### src/rtl/usb_qtd_pkg.sv
package usb_qtd_pkg;

   typedef enum logic [2:0] {
      RESP_ACK    = 3'd0,
      RESP_NAK    = 3'd1,
      RESP_NYET   = 3'd2,
      RESP_STALL  = 3'd3,
      RESP_PIDERR = 3'd4,
      RESP_XERR   = 3'd5,
      RESP_BABBLE = 3'd6
   } resp_e;

   typedef enum logic [2:0] {
      CAUSE_NONE    = 3'd0,
      CAUSE_BABBLE  = 3'd1,
      CAUSE_STALL   = 3'd2,
      CAUSE_ERRCNT  = 3'd3,
      CAUSE_DRAINED = 3'd4
   } cause_e;

endpackage

### src/rtl/qtd_xfer_advance.sv
module qtd_xfer_advance #(
   parameter int BYTES_W    = 15,
   parameter int PAGE_BITS  = 12,
   parameter int PAGE_IDX_W = 3,
   parameter int NUM_PAGES  = 5,
   parameter int MPS_W      = 11
) (
   input  logic                  accept,
   input  logic                  tok_in,
   input  logic [MPS_W-1:0]      rx_bytes,
   input  logic [MPS_W-1:0]      max_pkt,
   input  logic [BYTES_W-1:0]    total,
   input  logic                  toggle,
   input  logic [PAGE_BITS-1:0]  offset,
   input  logic [PAGE_IDX_W-1:0] page,
   output logic [BYTES_W-1:0]    total_n,
   output logic                  toggle_n,
   output logic [PAGE_BITS-1:0]  offset_n,
   output logic [PAGE_IDX_W-1:0] page_n,
   output logic                  drained
);
   localparam int OFF_W = PAGE_BITS + 1;
   localparam logic [PAGE_IDX_W-1:0] LAST_PAGE = PAGE_IDX_W'(NUM_PAGES - 1);

   logic [MPS_W-1:0]      moved;
   logic [BYTES_W-1:0]    remain;
   logic [OFF_W-1:0]      off_sum;
   logic [PAGE_IDX_W-1:0] pg_step;

   always_comb begin
      if (tok_in)
         moved = rx_bytes;
      else if (total < BYTES_W'(max_pkt))
         moved = total[MPS_W-1:0];
      else
         moved = max_pkt;
   end

   assign remain  = total - BYTES_W'(moved);
   assign off_sum = {1'b0, offset} + OFF_W'(moved);

   generate
      if (NUM_PAGES == (1 << PAGE_IDX_W)) begin : g_page_wrap
         assign pg_step = page + PAGE_IDX_W'(1);
      end else begin : g_page_sat
         assign pg_step = (page >= LAST_PAGE) ? LAST_PAGE : page + PAGE_IDX_W'(1);
      end
   endgenerate

   assign total_n  = accept ? remain : total;
   assign toggle_n = accept ? ~toggle : toggle;
   assign offset_n = accept ? off_sum[PAGE_BITS-1:0] : offset;
   assign page_n   = (accept && off_sum[PAGE_BITS]) ? pg_step : page;
   assign drained  = accept && (remain == '0);

endmodule

### src/rtl/qtd_retry_counters.sv
module qtd_retry_counters #(
   parameter int CERR_W = 2,
   parameter int NAK_W  = 4,
   parameter int ITC_W  = 2
) (
   input  logic              is_nak,
   input  logic              is_xerr,
   input  logic              is_pid,
   input  logic              tok_in,
   input  logic              intr,
   input  logic [CERR_W-1:0] cerr,
   input  logic [NAK_W-1:0]  nakcnt,
   input  logic [NAK_W-1:0]  reload,
   input  logic [ITC_W-1:0]  itc,
   output logic [CERR_W-1:0] cerr_n,
   output logic [NAK_W-1:0]  nakcnt_n,
   output logic [ITC_W-1:0]  itc_n,
   output logic              exhausted,
   output logic              skip_wb
);
   logic cerr_dec, nak_dec, itc_dec;

   assign cerr_dec = is_xerr && (cerr != '0);
   assign nak_dec  = is_nak && (reload != '0) && (nakcnt != '0);
   assign itc_dec  = is_pid && tok_in && intr && (itc != '0);

   assign cerr_n    = cerr_dec ? cerr - CERR_W'(1) : cerr;
   assign nakcnt_n  = nak_dec ? nakcnt - NAK_W'(1) : nakcnt;
   assign itc_n     = itc_dec ? itc - ITC_W'(1) : itc;
   assign exhausted = is_xerr && (cerr == CERR_W'(1));
   assign skip_wb   = is_nak && (reload == '0);

endmodule

### src/rtl/qtd_retire_arbiter.sv
module qtd_retire_arbiter
   import usb_qtd_pkg::*;
(
   input  logic   active_in,
   input  logic   babble,
   input  logic   stall,
   input  logic   exhausted,
   input  logic   drained,
   output logic   active_n,
   output logic   halted_n,
   output cause_e cause
);
   always_comb begin
      if (babble)
         cause = CAUSE_BABBLE;
      else if (stall)
         cause = CAUSE_STALL;
      else if (exhausted)
         cause = CAUSE_ERRCNT;
      else if (drained)
         cause = CAUSE_DRAINED;
      else
         cause = CAUSE_NONE;
   end

   assign halted_n = (cause == CAUSE_BABBLE) || (cause == CAUSE_STALL) ||
                     (cause == CAUSE_ERRCNT);
   assign active_n = active_in && (cause == CAUSE_NONE);

endmodule

### src/rtl/usb_qtd_updater.sv
module usb_qtd_updater
   import usb_qtd_pkg::*;
#(
   parameter int BYTES_W    = 15,
   parameter int PAGE_BITS  = 12,
   parameter int PAGE_IDX_W = 3,
   parameter int NUM_PAGES  = 5,
   parameter int MPS_W      = 11,
   parameter int CERR_W     = 2,
   parameter int NAK_W      = 4,
   parameter int ITC_W      = 2
) (
   input  logic                  clk,
   input  logic                  rst_n,
   input  logic                  res_valid,
   input  logic                  res_tok_in,
   input  logic [2:0]            res_kind,
   input  logic [MPS_W-1:0]      res_rx_bytes,
   input  logic [MPS_W-1:0]      ep_max_pkt,
   input  logic                  ep_intr,
   input  logic [BYTES_W-1:0]    ov_total,
   input  logic                  ov_toggle,
   input  logic [PAGE_BITS-1:0]  ov_offset,
   input  logic [PAGE_IDX_W-1:0] ov_page,
   input  logic [CERR_W-1:0]     ov_cerr,
   input  logic [NAK_W-1:0]      ov_nakcnt,
   input  logic [NAK_W-1:0]      ov_nak_reload,
   input  logic [ITC_W-1:0]      ov_itc,
   input  logic                  ov_active,
   output logic [BYTES_W-1:0]    nx_total,
   output logic                  nx_toggle,
   output logic [PAGE_BITS-1:0]  nx_offset,
   output logic [PAGE_IDX_W-1:0] nx_page,
   output logic [CERR_W-1:0]     nx_cerr,
   output logic [NAK_W-1:0]      nx_nakcnt,
   output logic [ITC_W-1:0]      nx_itc,
   output logic                  nx_active,
   output logic                  nx_halted,
   output logic                  nx_babble,
   output logic                  nx_xacterr,
   output logic [2:0]            nx_cause,
   output logic                  wb_req,
   output logic                  completed
);
   initial begin : param_checks
      assert (MPS_W < BYTES_W) else $error("packet length wider than byte count");
      assert (MPS_W <= PAGE_BITS) else $error("packet may span more than one page");
      assert (NUM_PAGES >= 1 && NUM_PAGES <= (1 << PAGE_IDX_W))
         else $error("page count does not fit the page index");
      assert (CERR_W >= 1 && NAK_W >= 1 && ITC_W >= 1) else $error("counter width zero");
   end

   resp_e kind;
   logic  is_ack, is_nak, is_stall, is_pid, is_xerr, over_run, babble, accept;

   assign kind     = resp_e'(res_kind);
   assign is_ack   = (kind == RESP_ACK);
   assign is_nak   = (kind == RESP_NAK) || (kind == RESP_NYET);
   assign is_stall = (kind == RESP_STALL);
   assign is_pid   = (kind == RESP_PIDERR);
   assign is_xerr  = (kind == RESP_XERR) || (res_kind == 3'd7);
   assign over_run = res_tok_in && is_ack &&
                     ((BYTES_W'(res_rx_bytes) > ov_total) || (res_rx_bytes > ep_max_pkt));
   assign babble   = over_run || (kind == RESP_BABBLE);
   assign accept   = is_ack && !babble;

   logic [BYTES_W-1:0]    total_n;
   logic                  toggle_n, drained;
   logic [PAGE_BITS-1:0]  offset_n;
   logic [PAGE_IDX_W-1:0] page_n;

   qtd_xfer_advance #(
      .BYTES_W(BYTES_W), .PAGE_BITS(PAGE_BITS), .PAGE_IDX_W(PAGE_IDX_W),
      .NUM_PAGES(NUM_PAGES), .MPS_W(MPS_W)
   ) u_xfer (
      .accept(accept), .tok_in(res_tok_in), .rx_bytes(res_rx_bytes),
      .max_pkt(ep_max_pkt), .total(ov_total), .toggle(ov_toggle),
      .offset(ov_offset), .page(ov_page), .total_n(total_n),
      .toggle_n(toggle_n), .offset_n(offset_n), .page_n(page_n),
      .drained(drained)
   );

   logic [CERR_W-1:0] cerr_n;
   logic [NAK_W-1:0]  nakcnt_n;
   logic [ITC_W-1:0]  itc_n;
   logic              exhausted, skip_wb;

   qtd_retry_counters #(
      .CERR_W(CERR_W), .NAK_W(NAK_W), .ITC_W(ITC_W)
   ) u_cnt (
      .is_nak(is_nak), .is_xerr(is_xerr), .is_pid(is_pid),
      .tok_in(res_tok_in), .intr(ep_intr), .cerr(ov_cerr),
      .nakcnt(ov_nakcnt), .reload(ov_nak_reload), .itc(ov_itc),
      .cerr_n(cerr_n), .nakcnt_n(nakcnt_n), .itc_n(itc_n),
      .exhausted(exhausted), .skip_wb(skip_wb)
   );

   logic   active_n, halted_n;
   cause_e cause;

   qtd_retire_arbiter u_arb (
      .active_in(ov_active), .babble(babble), .stall(is_stall),
      .exhausted(exhausted), .drained(drained), .active_n(active_n),
      .halted_n(halted_n), .cause(cause)
   );

   always_ff @(posedge clk or negedge rst_n) begin
      if (!rst_n) begin
         nx_total   <= '0;
         nx_toggle  <= 1'b0;
         nx_offset  <= '0;
         nx_page    <= '0;
         nx_cerr    <= '0;
         nx_nakcnt  <= '0;
         nx_itc     <= '0;
         nx_active  <= 1'b0;
         nx_halted  <= 1'b0;
         nx_babble  <= 1'b0;
         nx_xacterr <= 1'b0;
         nx_cause   <= '0;
         wb_req     <= 1'b0;
         completed  <= 1'b0;
      end else begin
         wb_req    <= res_valid && !skip_wb;
         completed <= res_valid && ov_active && !active_n;
         if (res_valid) begin
            nx_total   <= total_n;
            nx_toggle  <= toggle_n;
            nx_offset  <= offset_n;
            nx_page    <= page_n;
            nx_cerr    <= cerr_n;
            nx_nakcnt  <= nakcnt_n;
            nx_itc     <= itc_n;
            nx_active  <= active_n;
            nx_halted  <= halted_n;
            nx_babble  <= babble;
            nx_xacterr <= is_xerr;
            nx_cause   <= cause;
         end
      end
   end

   assert_wb_after_strobe_R10: assert property (@(posedge clk) disable iff (!rst_n)
      wb_req |-> $past(res_valid));

   assert_completion_drops_active_R10: assert property (@(posedge clk) disable iff (!rst_n)
      completed |-> (wb_req && !nx_active));

   assert_stall_halts_R8: assert property (@(posedge clk) disable iff (!rst_n)
      ($past(res_valid) && $past(res_kind) == 3'd3) |-> (nx_halted && !nx_active));

   assert_babble_cause_R4: assert property (@(posedge clk) disable iff (!rst_n)
      nx_babble |-> (nx_halted && nx_cause == 3'd1));

   assert_nak_no_writeback_R6: assert property (@(posedge clk) disable iff (!rst_n)
      ($past(res_valid) && $past(is_nak) && $past(ov_nak_reload) == '0) |-> !wb_req);

   assert_total_not_growing_R2: assert property (@(posedge clk) disable iff (!rst_n)
      $past(res_valid) |-> (nx_total <= $past(ov_total)));

   assert_cerr_step_R7: assert property (@(posedge clk) disable iff (!rst_n)
      ($past(res_valid) && $past(is_xerr) && $past(ov_cerr) != '0)
         |-> (nx_cerr == CERR_W'($past(ov_cerr) - 1)));

endmodule

### config.mk
export PLATFORM = sky130hd
export DESIGN_NAME = usb_qtd_updater
export DESIGN_NICKNAME = d
export VERILOG_FILES = /design/src/rtl/usb_qtd_pkg.sv /design/src/rtl/qtd_xfer_advance.sv /design/src/rtl/qtd_retry_counters.sv /design/src/rtl/qtd_retire_arbiter.sv /design/src/rtl/usb_qtd_updater.sv
export SDC_FILE = /design/constraint.sdc
export NUM_CORES = 1
export LEC_CHECK = 0
export BUFFER_PORTS_ARGS = -buffer_cell sky130_fd_sc_hd__buf_2
export CAP_MARGIN = 20
export CORE_MARGIN = 1.5
export CORE_UTILIZATION = 55
export DETAILED_ROUTE_END_ITERATION = 16
export GPL_ROUTABILITY_DRIVEN = 0
export PLACE_DENSITY = 0.9
export SYNTH_ARGS = -nofsm -noshare
export SYNTH_HDL_FRONTEND = slang
export SYNTH_HIERARCHICAL = 1
export SYNTH_SLANG_ARGS = --single-unit
### constraint.sdc
create_clock -name clk -period 1.1 [get_ports clk]
set_clock_uncertainty 0.05 [all_clocks]
set_input_delay 0.055 -clock clk [delete_from_list [all_inputs] [get_ports clk]]
set_output_delay 0.055 -clock clk [all_outputs]
set_load 0.02 [all_outputs]
==> results.md, run 1 <==
* Total setup buffers inserted after CTS at 40
* Post-synthesis cell count at 529
* Die Y at 96.7 um
* Ys async rst share at 1.00
* Number of H-tree levels at 2
* Cell Area, Synth at 4820 um2
* Sequential fraction of the synthesis area at 0.249
* CTS buffer count at 5
* Synth Register Bits at between 40 and 50
* Yosys cell types at 57
* Row cnt at 33
* Failed at: clock tree synthesis
* Placed Cells at about 900
* Sink Count at 48
* Top_reg_cell synth: dfrtp_1
* Status: stopped before the end
* Log Error: [ERROR DPL-0033] detailed placement checks failed during check placement.
* Max clock buf depth at 2
* Hold-fix buffers, CTS at 2
* Dpl hpwl at 13.4 mm
* CTS root buf: clkbuf_8
* EDFF count, synth at 0
* IO buf count at 121
* I/O pin cnt at 122
* Syn nets at between 600 and 700
* Initial core utilization at 0.578
* PostCTS Resize Cnt at 165
* Die width at 96.7 um
* Warnings, synthesis at 6
* Avg Inst Size Synth at between 9 and 10 um2
## Yosys cell counts (7+ instances only)
master,instances,area (um2)
o21ai_0,25,125
nand2b_1,16,100
nor2_1,48,180
o31ai_1,11,82.6
mux2_2,57,642
a21oi_1,26,130
nor3_1,7,35.0
xnor2_1,18,158
o31a_1,11,96.3
inv_1,56,210
clkbuf_1,7,26.3
o21a_1,7,52.6
dfrtp_1,48,1200
ha_1,60,751
and2_1,14,87.6
nand2_1,17,63.8
## per-stage QoR
step                      setup WS, ps  hold slack, ps  cell area, um2
after detailed placement         -3420            11.6            7050
after floorplan                  -2640            -291            5320
after global placement           -3130            2.55            7050
## cells by family after synthesis
| logic type | after synthesis | share of synthesized area |
|---|---|---|
| flip-flops | 48 | 0.249 |
| AO/OA/AOI/OAI | 123 | 0.190 |
| AND/OR/NAND/NOR | 140 | 0.155 |
| buffers and inverters | 71 | 0.0573 |
| XOR/XNOR | 23 | 0.0418 |
| multiplexers | 62 | 0.144 |
| adder cells (fa/ha/maj) | 62 | 0.164 |
==> run 2, diff against run 1 <==
--- a/config.mk
+++ b/config.mk
@@ -8,10 +8,10 @@
 export BUFFER_PORTS_ARGS = -buffer_cell sky130_fd_sc_hd__buf_2
 export CAP_MARGIN = 20
 export CORE_MARGIN = 1.5
-export CORE_UTILIZATION = 55
+export CORE_UTILIZATION = 40
 export DETAILED_ROUTE_END_ITERATION = 16
 export GPL_ROUTABILITY_DRIVEN = 0
-export PLACE_DENSITY = 0.9
+export PLACE_DENSITY_LB_ADDON = 0.15
 export SYNTH_ARGS = -nofsm -noshare
 export SYNTH_HDL_FRONTEND = slang
 export SYNTH_HIERARCHICAL = 1
==> run 2 against run 1 <==
  * The flow now finishes, with violations (negative setup slack)
  * Synthesized cell count is the same
  * Area after synthesis is the same
==> results.md, run 2 <==
* Post-route DRC at 0
* Post-Route Setup TNS at -84730 ps
* Synth top area share at 0.249 (unchanged)
* Placement Setup Slack at -3320 ps (was -3420 ps)
* Synth Register Bits at 48 (unchanged)
* Initial antenna violation count at 0
* Largest net degree at the start of global routing at between 40 and 50
* Synth area leaders: dfrtp_1 25%, ha_1 16%, mux2_2 13% (unchanged)
* Die width at 113 um (was 96.7 um)
* Core Area at between 10000 and 15000 um2
* RSZ-0062 raised after global routing: true
* Placed Cells at 926 (was 879)
* Yosys cell types at 57 (unchanged)
* P_leak at between 4 and 5 nW
* Worst setup margin at -2960 ps
* First-pass GRT wire length at between 20 and 30 mm
* Final worst-path cycle share at 3.70
* Most flops, register: nx_total
* Status: finished with violations (was stopped before the end)
* Min Tclk post-route at 4060 ps
* Sequential fraction of the synthesis area at 0.249 (unchanged)
* Final hold slack at 60.9 ps
* Post-synthesis cell count at 529 (unchanged)
* Final Max Tran Viols at 0
* I/O pin cnt at 122 (unchanged)
* CTS tree: yes
* Critical Path RT at approximately 1200 ps
* EDFF count, synth at 0 (unchanged)
* Final core occ at 0.757
* Final Non-Filler Cells at 979
* Initial core utilization at 0.415 (was 0.578)
* Dpl hpwl at 12.1 mm (was 13.4 mm)
* WL final at 17.1 mm
* Fillers at 778
* Syn nets at 665 (unchanged)
* Cell Area, Synth at 4820 um2 (unchanged)
* First-pass DRT Iterations at 5
* Top flop regs: nx_total x15, nx_offset x12, nx_nakcnt x4
* Area post-placement at 7170 um2 (was 7050 um2)
* Nets@finish at between 900 and 1000
* Total Power at 8.60 mW
* Max FFs per register at 15
* Maximum vdd drop at between 0.7 and 0.8 mV
* Failing checks: negative setup slack
* # setup viols final at 42
* Die Y at 113 um (was 96.7 um)
* Top_reg_cell synth: dfrtp_1 (unchanged)
* Avg Inst Size Synth at 9.12 um2 (unchanged)
* Post-route antenna net violation count at 0
* Die area at 12700 um2
* Drt wl/cell at between 15 and 20 um
* # diodes at 0
* Layout cells sized above 1 at 0.660
* Leading area contributor after synthesis: dfrtp_1 (unchanged)
* Row cnt at 39 (was 33)
* Sink Count at 48 (unchanged)
* Via count at 5177
* Crit path kind: in -> reg
* Crit Path Max Fanout at 5
* Setup crit start kind: primary input
* Vias in the first global route at 5421
* Most frequent cells in the layout: 144 x buf_4, 109 x buf_2, 48 x dfrtp_1
* Synth cell count leaders: 60 x ha_1, 57 x mux2_2, 56 x inv_1, 48 x dfrtp_1, 48 x nor2_1 (unchanged)
* CTS root buf: clkbuf_16 (was clkbuf_8)
* CTS buffer count at 5 (unchanged)
* Gr ovfl total at 0
* PD cells at approximately 980 nW/um2
* Vias per Instance at 5.29
* Area grow syn2layout at 82.3%
* Slew @ Worst Pin at ~660 ps
* Max-Cap Viols at 0
* WP data arrival at 4190 ps
* Gr usage total at 0.260
* IO buf count at 121 (unchanged)
* Number of H-tree levels at 2 (unchanged)
* Max frequency at 246 MHz
* CTS clock-pin slew for the worst setup and hold paths at roughly 70 ps
* Most common cell after layout, fill and taps aside: buf_4
* Worst hold path type: in -> reg
* Top-count cell post-synth: ha_1 (unchanged)
* Final hold violation count at 0
* Fin area at just under 9000 um2
* Critical path endpoint category: flip-flop
* DRT iter0 DRCs at 231
* Skew-Pair Late Insertion Delay at approximately 290 ps
* Slew margin rel. at 0.559
* Max clock buf depth at 2 (unchanged)
* Warnings, synthesis at 6 (unchanged)
* Ys async rst share at 1.00 (unchanged)
## run 2: logic make-up (layout without fill, tap and decap cells)
logic type,Yosys count,after routing,synth area share
AND/OR/NAND/NOR,140,140,0.155
AO/OA/AOI/OAI,123,123,0.190
buffers and inverters,71,378,0.0573
adder cells (fa/ha/maj),62,62,0.164
multiplexers,62,62,0.144
flip-flops,48,48,0.249
XOR/XNOR,23,23,0.0418
## run 2: critical path: stages
cell	delay, ps
buf_8	80
inv_4	30
ha_4	150
or3_4	380
o211ai_1	170
a21oi_1	80
a221oi_2	290
o21a_1	240
buf_12	140
buf_12	110
nor2_2	40
o31ai_2	260
ha_1	330
o21ai_2	90
a21oi_2	70
o21ai_4	210
o21ai_4	140
a2111oi_4	380
o211ai_1	190
a2111oi_4	390
nor3b_2	90
mux2_4	260
## run 2: worst paths after layout
path	startpoint	endpoint	slack [ps]	cells after the start
setup / recovery	ep_max_pkt[6]	nx_active$_DFFE_PN0P_	-2960	22
hold / removal	ov_cerr[1]	nx_cerr[1]$_DFFE_PN0P_	60	4
setup reg to reg	nx_total[6]$_DFFE_PN0P_	nx_total[6]$_DFFE_PN0P_	250	1
hold reg to reg	nx_page[2]$_DFFE_PN0P_	nx_page[2]$_DFFE_PN0P_	450	1
max in group asynchronous	rst_n	nx_total[13]$_DFFE_PN0P_	550	3
min in group asynchronous	rst_n	nx_nakcnt[1]$_DFFE_PN0P_	220	3
## run 2: power by group
part           switching, mW  total (mW)  internal [mW]  leakage [nW]
combinational           2.17        4.49           2.33          3.42
sequential             0.110        2.10           1.99         0.571
clock                  0.701        2.01           1.31        0.0944
## run 2: final cells by class
| type | count | area, um2 | area share |
|---|---|---|---|
| Sequential cell | 48 | 1200 | 0.137 |
| Multi-Input combinational cell | 410 | 4510 | 0.513 |
| Tap cell | 143 | 179 | 0.0203 |
| Inverter | 56 | 270 | 0.0307 |
| Clock inverter | 3 | 68.8 | 0.00783 |
| Clock buffer | 5 | 125 | 0.0142 |
| Timing Repair Buffer | 314 | 2440 | 0.277 |
## run 2: timing repair
| item | 4_1_cts | 5_1_grt |
|---|---|---|
| gates cloned | 3 | 0 |
| gates resized for setup | 132 | 103 |
| hold endpoints to repair | 49 | 0 |
| buffers inserted | 29 | 17 |
| hold buffers | 2 | 0 |
| pin swaps | 74 | 71 |
| endpoints found under the setup margin | 42 | 42 |
## run 2: metal layers
metal / vias up / GRT usage / wire [um]
li1: 2508 / - / -
met1: 2506 / 0.320 / 7250
met2: 129 / 0.463 / 8590
met3: 34 / 0.0402 / 766
met4: 0 / 0.0861 / 493
met5: - / 0 / 0
No activity file was read; power rests on OpenSTA's default activity.
==> run 3, diff against run 2 <==
--- a/config.mk
+++ b/config.mk
@@ -7,8 +7,9 @@
 export LEC_CHECK = 0
 export BUFFER_PORTS_ARGS = -buffer_cell sky130_fd_sc_hd__buf_2
 export CAP_MARGIN = 20
+export CORE_ASPECT_RATIO = 0.9
 export CORE_MARGIN = 1.5
-export CORE_UTILIZATION = 40
+export CORE_UTILIZATION = 44
 export DETAILED_ROUTE_END_ITERATION = 16
 export GPL_ROUTABILITY_DRIVEN = 0
 export PLACE_DENSITY_LB_ADDON = 0.15
==> run 3 against run 2 <==
  * The run still ends with negative setup slack left
  * Sequential power is essentially flat
  * Flip-flop and latch count unchanged
  * Sequential share of layout area is 0.39 points lower
  * Total power increased by 5.5%
  * Non-clock buffer count up 2
  * Combinational power up 9.1%
  * Largest cell class unchanged
==> results.md, run 3 (synthesized netlist as in run 2, its figures left out) <==
* Min Tclk post-route at 3980 ps (was 4060 ps)
* Crit Path Max Fanout at 5 (unchanged)
* Most common cell after layout, fill and taps aside: buf_4 (unchanged)
* Final worst-path cycle share at 3.62 (was 3.70)
* IO buf count at 121 (unchanged)
* Slew margin rel. at 0.721 (was 0.559)
* First-pass DRT Iterations at 5 (unchanged)
* Top flop regs: nx_total x15, nx_offset x12, nx_nakcnt x4 (unchanged)
* Setup crit start kind: primary input (unchanged)
* Status: finished with violations (unchanged)
* Die area at 11600 um2 (was 12700 um2)
* Critical Path RT at 1240 ps (was 1230 ps)
* Failing checks: negative setup slack (unchanged)
* CTS tree: yes (unchanged)
* Worst setup margin at -2880 ps (was -2960 ps)
* # setup viols final at 43 (was 42)
* Post-Route Setup TNS at -82950 ps (was -84730 ps)
* Sink Count at 48 (unchanged)
* First-pass GRT wire length at 27.0 mm (was 26.3 mm)
* Number of H-tree levels at 2 (unchanged)
* Most frequent cells in the layout: 142 x buf_4, 104 x buf_2, 50 x buf_6 (was 144 x buf_4, 109 x buf_2, 48 x dfrtp_1)
* Crit path kind: in -> reg (unchanged)
* Max clock buf depth at 2 (unchanged)
* DRT iter0 DRCs at 408 (was 231)
* Gr ovfl total at 0 (unchanged)
* Slew @ Worst Pin at 415 ps (was 657 ps)
* Initial antenna violation count at 0 (unchanged)
* I/O pin cnt at 122 (unchanged)
* WL final at 21.3 mm (was 17.1 mm)
* Maximum vdd drop at 0.792 mV (was 0.734 mV)
* PD cells at 1000 nW/um2 (was 978 nW/um2)
* Skew-Pair Late Insertion Delay at 300 ps (was 290 ps)
* Initial core utilization at 0.448 (was 0.415)
* Worst hold path type: in -> reg (unchanged)
* RSZ-0062 raised after global routing: true (unchanged)
* # diodes at 0 (unchanged)
* Final Max Tran Viols at 0 (unchanged)
* CTS root buf: clkbuf_16 (unchanged)
* CTS buffer count at 5 (unchanged)
* Gr usage total at 0.299 (was 0.260)
* WP data arrival at 4120 ps (was 4190 ps)
* Max-Cap Viols at 0 (unchanged)
* Area grow syn2layout at 87.6% (was 82.3%)
* Max FFs per register at 15 (unchanged)
* WHS Path Cells at 4 (unchanged)
* Largest net degree at the start of global routing at 36 (was 49)
* Die width at 113 um (about the same)
* Layout cells sized above 1 at 0.658 (was 0.660)
* P_leak at 4.19 nW (was 4.09 nW)
* Dpl hpwl at 12.1 mm (about the same)
* Multi-input logic area at 4680 um2 (was 4510 um2)
* Post-route DRC at 0 (unchanged)
* Post-route antenna net violation count at 0 (unchanged)
* Vias in the first global route at 5270 (was 5421)
* Drt wl/cell at 21.9 um (was 17.5 um)
* Critical path endpoint category: flip-flop (unchanged)
* Worst Reg-to-Reg Cells at 1 (unchanged)
* Die Y at 102 um (was 113 um)
* Vias per Instance at 5.87 (was 5.29)
* Reg area at 1200 um2 (unchanged)
* Core Area at 10800 um2 (was 11600 um2)
* Final core occ at 0.841 (was 0.757)
* Via count at 5696 (was 5177)
* Fillers at 524 (was 778)
* Nets@finish at 973 (was 971)
* Max frequency at 251 MHz (was 246 MHz)
* CTS clock-pin slew for the worst setup and hold paths at 70 ps (about the same)
* Final hold violation count at 0 (unchanged)
* Row cnt at 36 (was 39)
* Most flops, register: nx_total (unchanged)
## run 3: critical path, stage by stage
cell,delay (ps)
buf_12,90
inv_12,30
ha_4,140
or3_4,390
o211ai_1,170
a21oi_1,80
a221oi_2,280
o21a_2,230
buf_12,140
nor2_4,30
o31a_1,280
fa_2,570
nand4b_1,130
a211o_1,300
nor4_4,320
o211ai_1,220
a2111oi_4,280
nor3b_2,90
mux2_4,260
## run 3: final timing paths
kind / start / endpoint / slack [ps]
worst max-delay path: ep_max_pkt[5] / nx_active$_DFFE_PN0P_ / -2880
min in group asynchronous: rst_n / completed$_DFF_PN0_ / 130
worst min register to register: nx_total[3]$_DFFE_PN0P_ / nx_total[3]$_DFFE_PN0P_ / 450
worst min-delay path: ov_itc[1] / nx_itc[1]$_DFFE_PN0P_ / 50
worst max register to register: nx_total[14]$_DFFE_PN0P_ / nx_total[14]$_DFFE_PN0P_ / 260
max in group asynchronous: rst_n / nx_offset[5]$_DFFE_PN0P_ / 360
## run 3: what timing repair did
| action | CTS | global route |
|---|---|---|
| buffers inserted | 28 | 21 |
| hold buffers | 2 | 0 |
| endpoints found under the setup margin | 43 | 44 |
| resized for setup | 160 | 106 |
| pin swaps | 50 | 42 |
| hold endpoints to repair | 49 | 0 |
| gates cloned | 5 | 2 |
## run 3: area by class of cell
class	instances	area share
Clock buffer	5	0.0138
Clock inverter	3	0.00760
Inverter	56	0.0285
Multi-Input combinational cell	410	0.517
Sequential cell	48	0.133
Tap cell	133	0.0184
Timing Repair Buffer	316	0.282
## run 3: through the flow
| step | power [mW] | setup WS [ps] | instances | hold slack, ps | instance area, um2 |
|---|---|---|---|---|---|
| floorplan | 4.09 | -2640 | 529 | -291 | 5320 |
| global placement | 5.46 | -3130 | 915 | -82.9 | 7160 |
| detailed placement | 5.57 | -3240 | 915 | -78.8 | 7160 |
| CTS | 8.28 | -2710 | 957 | 58.4 | 8420 |
| global route | 9.46 | -3010 | 971 | 82.9 | 9050 |
| finish | 9.07 | -2880 | 971 | 53.5 | 9050 |
## run 3: where the power goes
part	total [mW]	internal (mW)	switching, mW
Combinational	4.90	2.49	2.41
Sequential	2.10	1.99	0.120
Clock	2.07	1.31	0.754
## run 3: per-layer routing
layer	vias to the layer above	share of wire	track usage
met5	-	0	0
met4	0	0.045	0.0788
met3	92	0.070	0.0474
met2	302	0.50	0.556
met1	2783	0.38	0.363
li1	2519	-	-
==> run 4, diff against run 3 <==
--- a/config.mk
+++ b/config.mk
@@ -6,12 +6,13 @@
 export NUM_CORES = 1
 export LEC_CHECK = 0
 export BUFFER_PORTS_ARGS = -buffer_cell sky130_fd_sc_hd__buf_2
-export CAP_MARGIN = 20
+export CAP_MARGIN = 10
 export CORE_ASPECT_RATIO = 0.9
 export CORE_MARGIN = 1.5
 export CORE_UTILIZATION = 44
 export DETAILED_ROUTE_END_ITERATION = 16
 export GPL_ROUTABILITY_DRIVEN = 0
+export MAX_ROUTING_LAYER = met4
 export PLACE_DENSITY_LB_ADDON = 0.15
 export SYNTH_ARGS = -nofsm -noshare
 export SYNTH_HDL_FRONTEND = slang
==> run 4 against run 3 <==
  * The run still ends with negative setup slack left
  * Via count is 1.8% higher
  * Flip-flop and latch count stayed put
  * Combinational power is 1% higher
  * Sequential power hardly changed
  * Routed wire length is 2.6% higher
  * Worst hold slack better by 6.4 ps
  * Setup slack worse by 370 ps
  * First-iteration DRC count is 16% lower
  * Critical endpoint unchanged
==> results.md, run 4 (synthesized netlist as in run 2, its figures left out) <==
* Initial core utilization at 0.448 (unchanged)
* P_leak at 4.25 nW (was 4.19 nW)
* Max frequency at 230 MHz (was 251 MHz)
* Critical Path RT at 1240 ps (about the same)
* Core Area at 10800 um2 (unchanged)
* Placement Setup Slack at -3240 ps (unchanged)
* Final core occ at 0.845 (was 0.841)
* Max-Cap Viols at 0 (unchanged)
* Sink Count at 48 (unchanged)
* Gr ovfl total at 0 (unchanged)
* Slowest cell delay on critical path at 390 ps (was 570 ps)
* Status: finished with violations (unchanged)
* Drt wl/cell at 22.4 um (was 21.9 um)
* Gr usage total at 0.308 (was 0.299)
* Most frequent cells in the layout: 147 x buf_4, 105 x buf_2, 48 x dfrtp_1, 48 x buf_6, 46 x mux2_4 (was 142 x buf_4, 104 x buf_2, 50 x buf_6)
* Nets@finish at 977 (was 973)
* Final Max Tran Viols at 0 (unchanged)
* Skew-Pair Late Insertion Delay at 300 ps (about the same)
* PD cells at 1000 nW/um2 (about the same)
* Worst setup margin at -3250 ps (was -2880 ps)
* Vias per Instance at 5.95 (was 5.87)
* Number of H-tree levels at 2 (unchanged)
* CTS clock-pin slew for the worst setup and hold paths at 70 ps (about the same)
* Slew margin rel. at 0.718 (was 0.721)
* Final hold slack at 59.9 ps (was 53.5 ps)
* DRT iter0 DRCs at 341 (was 408)
* Crit Path Max Fanout at 5 (unchanged)
* Max FFs per register at 15 (unchanged)
* # setup viols final at 41 (was 43)
* Most flops, register: nx_total (unchanged)
* Post-route antenna net violation count at 0 (unchanged)
* CTS tree: yes (unchanged)
* Initial antenna violation count at 0 (unchanged)
* Failing checks: negative setup slack (unchanged)
* Max clock buf depth at 2 (unchanged)
* Final worst-path cycle share at 3.95 (was 3.62)
* CP cell instances: buf_12, inv_12, ha_4, or3_4, o211ai_1, a21oi_1, a221oi_2, o21a_2, buf_6, buf_16, nor2_4, o31ai_2, ha_1, o21ai_2, a21oi_2, o21ai_4, o21ai_4, a21oi_2, a211o_1, a2111oi_4, nor3b_2, mux2_4 (was buf_12, inv_12, ha_4, or3_4, o211ai_1, a21oi_1, a221oi_2, o21a_2, buf_12, nor2_4, o31a_1, fa_2, nand4b_1, a211o_1, nor4_4, o211ai_1, a2111oi_4, nor3b_2, mux2_4)
* Fillers at 541 (was 524)
* Slew @ Worst Pin at 420 ps (was 415 ps)
* CTS buffer count at 5 (unchanged)
* First-pass DRT Iterations at 7 (was 5)
* Total Power at 9.13 mW (was 9.07 mW)
* # diodes at 0 (unchanged)
* Top flop regs: nx_total x15, nx_offset x12, nx_nakcnt x4 (unchanged)
* I/O pin cnt at 122 (unchanged)
* First-pass GRT wire length at 26.9 mm (was 27.0 mm)
* Maximum vdd drop at 0.702 mV (was 0.792 mV)
* Die width at 113 um (unchanged)
* Final hold violation count at 0 (unchanged)
* Layout cells sized above 1 at 0.666 (was 0.658)
* Worst hold path type: in -> reg (unchanged)
* Most common cell after layout, fill and taps aside: buf_4 (unchanged)
* Largest net degree at the start of global routing at 36 (unchanged)
* Dpl hpwl at 12.1 mm (unchanged)
* Die area at 11600 um2 (unchanged)
* WP data arrival at 4480 ps (was 4120 ps)
* Critical path endpoint category: flip-flop (unchanged)
* Area grow syn2layout at 88.6% (was 87.6%)
* Row cnt at 36 (unchanged)
* Setup crit start kind: primary input (unchanged)
* Min Tclk post-route at 4350 ps (was 3980 ps)
* Crit path kind: in -> reg (unchanged)
* Post-route DRC at 0 (unchanged)
* WL final at 21.8 mm (was 21.3 mm)
* RSZ-0062 raised after global routing: true (unchanged)
* Via count at 5797 (was 5696)
* IO buf count at 121 (unchanged)
* Vias in the first global route at 5284 (was 5270)
* CTS root buf: clkbuf_16 (unchanged)
* Critical-path top delay cell: or3_4 (was fa_2)
* Die Y at 102 um (unchanged)
run 4: cell count changes in the layout (fill, tap and decap cells not counted), moves of 2 or more:
cell	before	now
buf_4	142	147
nand2_1	16	13
a21oi_2	15	13
buf_6	50	48
mux2_2	13	11
mux2_4	44	46
nand2_4	0	2
o31ai_2	4	6
xnor2_2	6	8
run 4: repair_timing:
action,in CTS,in global routing
cloned,5,2
hold buffers,2,0
gates resized for setup,160,113
endpoints found under the hold margin,49,0
buffers inserted,28,24
setup endpoints to repair,43,44
pin swaps,50,60
run 4: worst max-delay path: cells and delay by family:
kind	cells	cell delay (ps)
buf+inv	4	380
compound gates	12	2780
mux	1	280
simple gates	3	540
fa+ha+maj	2	430
run 4: final cells by class:
type | count | area, um2 | share of cell area
multi-input cells | 410 | 4710 | 0.517
flip-flops and latches | 48 | 1200 | 0.132
well taps | 133 | 166 | 0.0183
inverters | 56 | 260 | 0.0286
clock inverters | 3 | 68.8 | 0.00756
repair buffers | 320 | 2570 | 0.282
clock buffers | 5 | 125 | 0.0138
run 4: per-layer routing:
metal,routed length (um),global-route usage
met5,0,-
met4,1240,0.0788
met3,1560,0.0421
met2,10800,0.556
met1,8200,0.364
run 4: worst paths after layout:
path / slack, ps / end / cells after the start / startpoint
max in group asynchronous: 360 / nx_offset[5]$_DFFE_PN0P_ / 3 / rst_n
hold / removal: 60 / nx_itc[1]$_DFFE_PN0P_ / 4 / ov_itc[1]
setup / recovery: -3250 / nx_active$_DFFE_PN0P_ / 22 / ep_max_pkt[5]
hold reg to reg: 450 / nx_total[3]$_DFFE_PN0P_ / 1 / nx_total[3]$_DFFE_PN0P_
setup reg to reg: 220 / nx_cause[2]$_DFFE_PN0P_ / 1 / nx_cause[2]$_DFFE_PN0P_
min in group asynchronous: 140 / nx_total[13]$_DFFE_PN0P_ / 2 / rst_n
run 4: power by group:
part	switching (mW)	internal [mW]	leakage (nW)
combinational	2.45	2.50	3.59
clock	0.760	1.31	0.0944
sequential	0.122	1.99	0.571
run 4: through the flow:
| step | area, um2 | instances | setup TNS [ps] |
|---|---|---|---|
| 2_1_floorplan | 5320 | 529 | -72860 |
| 3_3_place_gp | 7160 | 915 | -95620 |
| 3_5_place_dp | 7160 | 915 | -99450 |
| 4_1_cts | 8420 | 957 | -78080 |
| 5_1_grt | 9100 | 975 | -91020 |
| 6_report | 9100 | 975 | -87970 |
